$ cat src/rtl/serirq_pkg.sv
package serirq_pkg;

  typedef enum logic [2:0] {
    ST_IDLE,
    ST_START,
    ST_TURN,
    ST_FRAME,
    ST_STOPWAIT,
    ST_STOPLOW
  } cycleState_t;

  // strobes from control to datapath, each valid for one clock
  typedef struct packed {
    logic kickStart;     // quiet-mode self start: drive low next clock
    logic latchNum;      // capture interrupt number
    logic sampleEnter;   // next clock is a sample clock (slotIdx valid)
    logic recoveryEnter; // next clock is a recovery clock
  } strobe_t;

endpackage

$ cat src/rtl/serirq_ctrl.sv
module serirq_ctrl
  import serirq_pkg::*;
#(
  parameter int NUM_FRAMES     = 17,
  parameter int STOP_QUIET_MAX = 2,
  parameter int FW             = $clog2(NUM_FRAMES)
) (
  input  logic          clk,
  input  logic          rstN,
  input  logic          lineIn,
  input  logic          irqReq,
  output strobe_t       strobes,
  output logic [FW-1:0] slotIdx,
  output logic          quietMode
);

  localparam int SW = $clog2(STOP_QUIET_MAX + 2);
  localparam logic [SW-1:0] STOP_SAT  = SW'(STOP_QUIET_MAX + 1);
  localparam logic [SW-1:0] STOP_LIM  = SW'(STOP_QUIET_MAX);
  localparam logic [FW-1:0] LAST_SLOT = FW'(NUM_FRAMES - 1);

  cycleState_t state, stateD;
  logic [1:0]    phase, phaseD;
  logic [FW-1:0] frame, frameD;
  logic [SW-1:0] stopCnt, stopCntD;
  logic          quietD;

  always_comb begin
    stateD   = state;
    phaseD   = phase;
    frameD   = frame;
    stopCntD = stopCnt;
    quietD   = quietMode;
    strobes  = '0;
    case (state)
      ST_IDLE: begin
        if (!lineIn) begin
          stateD = ST_START;
        end else if (quietMode && irqReq) begin
          strobes.kickStart = 1'b1;
        end
      end
      ST_START: begin
        if (lineIn) begin
          stateD           = ST_TURN;
          strobes.latchNum = 1'b1;
        end
      end
      ST_TURN: begin
        stateD              = ST_FRAME;
        phaseD              = 2'd0;
        frameD              = '0;
        strobes.sampleEnter = 1'b1;
      end
      ST_FRAME: begin
        case (phase)
          2'd0: begin
            phaseD                = 2'd1;
            strobes.recoveryEnter = 1'b1;
          end
          2'd1: phaseD = 2'd2;
          default: begin
            if (frame == LAST_SLOT) begin
              stateD = ST_STOPWAIT;
            end else begin
              frameD              = frame + 1'b1;
              phaseD              = 2'd0;
              strobes.sampleEnter = 1'b1;
            end
          end
        endcase
      end
      ST_STOPWAIT: begin
        if (!lineIn) begin
          stateD   = ST_STOPLOW;
          stopCntD = SW'(1);
        end
      end
      ST_STOPLOW: begin
        if (!lineIn) begin
          if (stopCnt != STOP_SAT) stopCntD = stopCnt + 1'b1;
        end else begin
          stateD = ST_IDLE;
          quietD = (stopCnt <= STOP_LIM);
        end
      end
      default: stateD = ST_IDLE;
    endcase
  end

  assign slotIdx = frameD;

  always_ff @(posedge clk) begin
    if (!rstN) begin
      state     <= ST_IDLE;
      phase     <= 2'd0;
      frame     <= '0;
      stopCnt   <= '0;
      quietMode <= 1'b0;
    end else begin
      state     <= stateD;
      phase     <= phaseD;
      frame     <= frameD;
      stopCnt   <= stopCntD;
      quietMode <= quietD;
    end
  end

endmodule

$ cat src/rtl/serirq_datapath.sv
module serirq_datapath
  import serirq_pkg::*;
#(
  parameter int IRQ_W = 4,
  parameter int FW    = 5
) (
  input  logic             clk,
  input  logic             rstN,
  input  strobe_t          strobes,
  input  logic [FW-1:0]    slotIdx,
  input  logic [IRQ_W-1:0] irqNum,
  input  logic             irqReq,
  output logic             lineOe,
  output logic             lineOut
);

  logic [IRQ_W-1:0] irqLatched;
  logic             slotHit;
  logic             slotMatch;

  assign slotMatch = (slotIdx == FW'(irqLatched)) && irqReq;

  always_ff @(posedge clk) begin
    if (!rstN) begin
      irqLatched <= '0;
      slotHit    <= 1'b0;
      lineOe     <= 1'b0;
      lineOut    <= 1'b1;
    end else begin
      if (strobes.latchNum) irqLatched <= irqNum;
      lineOe  <= 1'b0;
      lineOut <= 1'b1;
      if (strobes.kickStart) begin
        lineOe  <= 1'b1;
        lineOut <= 1'b0;
      end
      if (strobes.sampleEnter) begin
        slotHit <= slotMatch;
        lineOe  <= slotMatch;
        lineOut <= 1'b0;
      end
      if (strobes.recoveryEnter) begin
        lineOe  <= slotHit;
        lineOut <= 1'b1;
      end
    end
  end

endmodule

$ cat src/rtl/serirq_slot_driver.sv
module serirq_slot_driver
  import serirq_pkg::*;
#(
  parameter int IRQ_W          = 4,
  parameter int NUM_FRAMES     = 17,
  parameter int STOP_QUIET_MAX = 2
) (
  input  logic             clk,
  input  logic             rstN,
  input  logic             lineIn,
  input  logic [IRQ_W-1:0] irqNum,
  input  logic             irqReq,
  output logic             lineOe,
  output logic             lineOut
);

  localparam int FW = $clog2(NUM_FRAMES);

  strobe_t       strobes;
  logic [FW-1:0] slotIdx;
  logic          quietMode;

  serirq_ctrl #(
    .NUM_FRAMES    (NUM_FRAMES),
    .STOP_QUIET_MAX(STOP_QUIET_MAX),
    .FW            (FW)
  ) u_ctrl (
    .clk      (clk),
    .rstN     (rstN),
    .lineIn   (lineIn),
    .irqReq   (irqReq),
    .strobes  (strobes),
    .slotIdx  (slotIdx),
    .quietMode(quietMode)
  );

  serirq_datapath #(
    .IRQ_W(IRQ_W),
    .FW   (FW)
  ) u_dp (
    .clk    (clk),
    .rstN   (rstN),
    .strobes(strobes),
    .slotIdx(slotIdx),
    .irqNum (irqNum),
    .irqReq (irqReq),
    .lineOe (lineOe),
    .lineOut(lineOut)
  );

endmodule

$ cat config.mk
export PLATFORM = sky130hd
export DESIGN_NAME = serirq_slot_driver
export DESIGN_NICKNAME = d
export VERILOG_FILES = /design/src/rtl/serirq_pkg.sv /design/src/rtl/serirq_ctrl.sv /design/src/rtl/serirq_datapath.sv /design/src/rtl/serirq_slot_driver.sv
export SDC_FILE = /design/constraint.sdc
export NUM_CORES = 1
export LEC_CHECK = 0
export ABC_CLOCK_PERIOD_IN_PS = 2990
export BUFFER_PORTS_ARGS = -buffer_cell sky130_fd_sc_hd__buf_4
export CAP_MARGIN = 25
export CORE_ASPECT_RATIO = 1.75
export CORE_MARGIN = 2
export CORE_UTILIZATION = 45
export CTS_BUF_LIST = sky130_fd_sc_hd__clkbuf_8
export CTS_CLUSTER_SIZE = 24
export DETAILED_ROUTE_END_ITERATION = 10
export PLACE_DENSITY_LB_ADDON = 0.12
export SLEW_MARGIN = 20
export SYNTH_ARGS = -nofsm -noshare
export SYNTH_HDL_FRONTEND = slang
export SYNTH_SLANG_ARGS = --single-unit
$ cat constraint.sdc
create_clock -name clk -period 2.99 [get_ports clk]
set_clock_uncertainty 0.2 [all_clocks]
set_input_delay 0.299 -clock clk [delete_from_list [all_inputs] [get_ports clk]]
set_output_delay 0.299 -clock clk [all_outputs]
set_load 0.02 [all_outputs]
Yosys cells after proc, flatten, opt, wreduce, memory -nomap -nowiden
Cells that the tools add are included.
{"block": "totals", "out_inout_bits": 2, "reg_bits": 20}
{"block": "op_classes", "magnitude_cmp": 1, "n_eq_ne": 18, "add_sub_neg": 2, "reduce_logical": 12, "mux": 32, "bitwise_logic": 1}
{"operator": "$mux 3", "n": 6}
{"operator": "$pmux 3 s6", "n": 1}
{"operator": "$mux 1", "n": 14}
{"operator": "$ne 2x2->1 const B", "n": 7}
{"operator": "$pmux 2 s2", "n": 3}
{"operator": "$mux 5", "n": 2}
{"operator": "$pmux 5 s2", "n": 1}
{"operator": "$mux 2", "n": 4}
{"operator": "$eq 3x2->1 const B", "n": 2}
{"operator": "$eq 3x3->1 const B", "n": 2}
{"operator": "$reduce_and 6->1", "n": 1}
{"operator": "$add 5x1->5 const B", "n": 1}
{"operator": "$eq 5x4->1", "n": 1}
{"operator": "$eq 5x5->1 const B", "n": 1}
{"operator": "$ne 2x1->1 const B", "n": 2}
{"operator": "$ne 4x4->1 const B", "n": 1}
{"operator": "$reduce_and 2->1", "n": 2}
{"operator": "$reduce_and 4->1", "n": 1}
{"operator": "$reduce_bool 2->1", "n": 2}
{"operator": "$reduce_or 2->1", "n": 2}
{"operator": "$eq 3x1->1 const B", "n": 1}
{"operator": "$logic_not 3->1", "n": 1}
{"operator": "$add 2x1->2 const B", "n": 1}
{"operator": "$eq 2x1->1 const B", "n": 1}
{"operator": "5 further kinds", "n": 6}

Logic depth before layout (Yosys ltp)
{"block": "depth", "depth_word": 8, "depth_mapped": 7}

Hierarchy
Synthesis repeated with hierarchy kept, for this count alone.
{"block": "unflattened", "cells_unflattened": 128, "area_unflattened_um2": 1138.6}
{"module": "serirq_ctrl", "cells_per_inst": 97, "area_each_um2": 820.8, "n_inst": 1}
{"module": "serirq_datapath", "cells_per_inst": 31, "area_each_um2": 317.8, "n_inst": 1}

Worst setup path after synthesis
No wires, ideal clock.
{"block": "synth_timing", "kind": "register to register", "from": "register u_ctrl.frame[0]", "to": "register u_dp.slotHit", "setup_slack_ns": 0.856, "period_less_slack_ns": 2.134, "arrival_time_ns": 1.847, "stages_incl_launch_ff": 8, "cell_sequence": "dfxtp_1 -> inv_1 -> ha_1 -> nor4bb_4 -> or4b_1 -> a221oi_1 -> nand4b_1 -> o31ai_1"}
{"block": "synth_via", "elab_chain_cells": 6, "elab_cells_between_ends": 10, "classes_between": "add/sub: 1; eq/ne: 2; mux: 6; reduce/logical: 1"}
{"element": "from (decl)", "line": "serirq_ctrl.sv:24", "rtl": "logic [FW-1:0] frame, frameD;"}
{"element": "from (signal assigned)", "line": "serirq_ctrl.sv:103", "rtl": "frame <= frameD;"}
{"element": "$add 5x1->5 / $eq 5x5->1 (equally long branches)", "line": "serirq_ctrl.sv:66, serirq_ctrl.sv:63"}
{"element": "$mux 5", "line": "serirq_ctrl.sv:63", "rtl": "if (frame == LAST_SLOT) begin"}
{"element": "$mux 5", "line": "serirq_ctrl.sv:56", "rtl": "case (phase)"}
{"element": "$pmux 5 s2", "line": "serirq_ctrl.sv:35", "rtl": "case (state)"}
{"element": "$eq 5x4->1", "line": "serirq_datapath.sv:21", "rtl": "assign slotMatch = (slotIdx == FW'(irqLatched)) && irqReq;"}
{"element": "$logic_and 1x1->1", "line": "serirq_datapath.sv:21"}
{"element": "to (signal assigned)", "line": "serirq_datapath.sv:38", "rtl": "slotHit <= slotMatch;"}
{"element": "to (decl)", "line": "serirq_datapath.sv:18", "rtl": "logic slotHit;"}
Parallel ways exist; a longest one is shown, timed or not.
A chain may end at the register's enable or synchronous reset.

Final worst setup path
{"block": "layout_timing", "from": "register u_ctrl.frame[0]", "to": "register u_dp.lineOe"}
{"block": "layout_via", "elab_chain_cells": 8, "elab_cells_between_ends": 12, "classes_between": "add/sub: 1; eq/ne: 2; mux: 8; reduce/logical: 1"}
{"element": "$add 5x1->5 / $eq 5x5->1 (equally long branches)", "line": "serirq_ctrl.sv:66, serirq_ctrl.sv:63"}
{"element": "$mux 5", "line": "serirq_ctrl.sv:63"}
{"element": "$mux 5", "line": "serirq_ctrl.sv:56"}
{"element": "$pmux 5 s2", "line": "serirq_ctrl.sv:35"}
{"element": "$eq 5x4->1", "line": "serirq_datapath.sv:21"}
{"element": "$logic_and 1x1->1", "line": "serirq_datapath.sv:21"}
{"element": "$mux 1 (*)", "line": "serirq_datapath.sv:37", "rtl": "if (strobes.sampleEnter) begin"}
{"element": "$mux 1 (*)", "line": "serirq_datapath.sv:42", "rtl": "if (strobes.recoveryEnter) begin"}
{"element": "to (signal assigned)", "line": "serirq_datapath.sv:39", "rtl": "lineOe <= slotMatch;"}
{"element": "to (signal assigned)", "line": "serirq_datapath.sv:43", "rtl": "lineOe <= slotHit;"}
{"element": "to (decl)", "line": "serirq_datapath.sv:13", "rtl": "output logic lineOe,"}
Mark *: on every way between the ends. The rest lies on a longest branch, timed or not.

==> reports/qor.txt <==
# rows = 24
Final Util = 0.5061
status = complete, no violations
Yosys warnings = 0
Worst Setup End Kind = flop
via count = 1,001
final setup fails = 0
grt ovf = 0
pwr/cell area = 405.6 nW/um2
number of synthesized register bits = 20
RSZ-0062 raised after global routing = false
period utilization = 0.7691
drt wl/cell = 15.52 um
Worst IR Drop VDD = 0.2916 mV
post-synth top area cell = dfxtp_1
IO buf count = 9
WS Path Type = flop to flop
Slowest-stage cell, CP = or4b_1
post-DP HPWL = 1867 um
Synth Flop Type = dfxtp_1
max_cap viols = 0
Global Route Usage Sum = 0.1936
leakage power = 0.4519 nW
total power = 0.5054 mW
top cell type's share of synthesized area = 0.3467
Final min period = 2.300 ns
Final Max Slew Viols = 0
antenna-violating nets left = 0
die area = 3004 um2
hold buffers post-CTS = 0
WP data arrival = 2.27 ns
final net count = 153
CP Launch Type = flop
FMAX = 434.9 MHz
Setup TNS Final = 0 ns
root buf cell = clkbuf_8
H-tree Lvls = 1
Post-Synthesis Cells = 136
initial antenna violation count = 0
maximum root-to-sink buffer count = 2
clk_lat worst skew = 0.26 ns
post_cts resized = 0
max incr delay on CP = 0.51 ns
initial core utilization = 0.4690
CTS tree = yes
Crit Path Max Fanout = 7
total CTS buffers = 3
Yosys cell types = 44
Tightest Pin Transition = 0.5753 ns
post-synthesis async set-or-reset flop share = 0
Fin. Hold Viols = 0
most frequent cell after synthesis = dfxtp_1
Synth top cells by count = dfxtp_1 (20), nor2_1 (16), nand2_1 (14)
1st-pass router iterations = 4
Post-Syn Area = 1155 um2
Post-synth EDFFs = 0
post-CTS setup buffers = 0
crit path cell chain = inv_1 > ha_1 > nor4bb_4 > or4b_1 > a221oi_1 > nand4b_1 > o31ai_1
IO Pins = 10
core footprint = 2462 um2
Layout area overhead = 7.909%
largest net degree at the start of global routing = 19
number of global-route vias before repair = 1,000
first-pass GRT wire length = 4422 um
worst hold path class = primary input to flop
violation count after the first detailed-route iteration = 36
drt total wl = 2577 um
syn_nets = 147
CTS Sinks = 20
Die Y = 71.02 um
required time of the critical path = 2.96 ns
post-synthesis sequential area ratio = 0.3467
fraction of layout cells with a size suffix above 1 = 0.1286
Slew HR = 0.6159
Mapped Avg Cell Area = 8.492 um2
DRC violation count after routing = 0
detailed-route vias per instance = 6.030
ANT cells = 0
Placer Congestion = 0.8221
Clk pin slew, worst setup/hold paths = 0.07 ns
die width = 42.30 um
largest cells by area after synthesis = dfxtp_1 (35%), mux2i_1 (5.2%), nor2_1 (5.2%)
registers in the layout, summed over array words and instances, names as in the netlist, 2 cells and up:
| signal | cells |
|---|---|
| u_ctrl.phase | 2 |
| u_ctrl.state | 3 |
| u_ctrl.frame | 5 |
| u_ctrl.stopCnt | 2 |
| u_dp.irqLatched | 4 |
per-layer routing:
| layer | global-route usage | part of all wire | vias to the layer above | wire, um |
|---|---|---|---|---|
| met4 | 0.08333 | 0.019 | 0 | 49 |
| met3 | 0.03827 | 0.019 | 5 | 50 |
| met2 | 0.3538 | 0.54 | 11 | 1390 |
| li1 | - | - | 504 | - |
| met5 | 0 | 0 | - | 0 |
| met1 | 0.2089 | 0.42 | 481 | 1086 |
path summary, 6_finish.rpt:
| check | from | endpoint | slack (ns) | cells after the start |
|---|---|---|---|---|
| min reg2reg | u_ctrl.stopCnt[1]$_SDFFE_PN0P_ | u_ctrl.stopCnt[1]$_SDFFE_PN0P_ | 0.27 | 2 |
| min | irqNum[0] | u_dp.irqLatched[0]$_SDFFE_PN0P_ | 0.07 | 3 |
| max reg2reg | u_ctrl.frame[0]$_SDFF_PN0_ | u_dp.lineOe$_SDFF_PN0_ | 0.69 | 7 |
| max | u_ctrl.frame[0]$_SDFF_PN0_ | u_dp.lineOe$_SDFF_PN0_ | 0.69 | 7 |
logic make-up (layout without fill, tap and decap cells):
logic type               Yosys count  in the layout  synth area share
multiplexers                       6              6           0.05201
adder cells (fa/ha/maj)            3              3           0.03251
flip-flops                        20             20            0.3467
AO/OA/AOI/OAI                     31             31            0.1896
XOR/XNOR                           3              3           0.02276
AND/OR/NAND/NOR                   59             59            0.2936
buffers and inverters             14             18           0.06283
cells in the final DEF (no fill, tap or decap), drive strengths merged, types with 2 or more instances in the layout:
master,netlist,layout
a21boi,4,4
a21oi,6,6
a221oi,2,2
a22oi,4,4
a31oi,2,2
and4,2,2
buf,4,9
clkbuf,4,3
dfxtp,20,20
ha,3,3
inv,5,5
mux2i,6,6
nand2,14,14
nand2b,3,3
nand4,5,5
nor2,16,16
nor2b,3,3
nor3,4,4
nor4,2,2
o21ai,3,3
o31ai,4,4
or4b,2,2
xnor2,2,2
stage by stage:
stage / area, um2 / instances / hold WS, ns / worst slack (ns)
2_1_floorplan: 1155 / 136 / 0.2192 / 0.8556
3_3_place_gp: 1205 / 163 / 0.2451 / 0.7545
3_5_place_dp: 1205 / 163 / 0.2612 / 0.6885
4_1_cts: 1246 / 166 / 0.06979 / 0.6714
5_1_grt: 1246 / 166 / 0.1033 / 0.4930
6_report: 1246 / 166 / 0.06753 / 0.6904
power by group:
part           internal (mW)  switching [mW]  total [mW]
sequential             0.272         0.00977       0.282
combinational         0.0202          0.0252      0.0453
clock                 0.0900          0.0883       0.178
worst max-delay path: cells and delay by family, from the launching register on:
| family | cells | cell delay (ns) |
|---|---|---|
| compound gates | 2 | 0.49 |
| fa+ha+maj | 1 | 0.19 |
| buf+inv | 1 | 0.08 |
| flops | 1 | 0.40 |
| simple gates | 3 | 0.84 |
layout make-up:
type | instances | area, um2
clock buffer | 3 | 41.29
fill | 237 | 1216
inverter | 6 | 22.52
multi-input combinational | 102 | 681.9
sequential | 20 | 400.4
tap | 26 | 32.53
timing repair buffer | 9 | 67.56
Note: power is estimated with default switching activity, not from simulation.
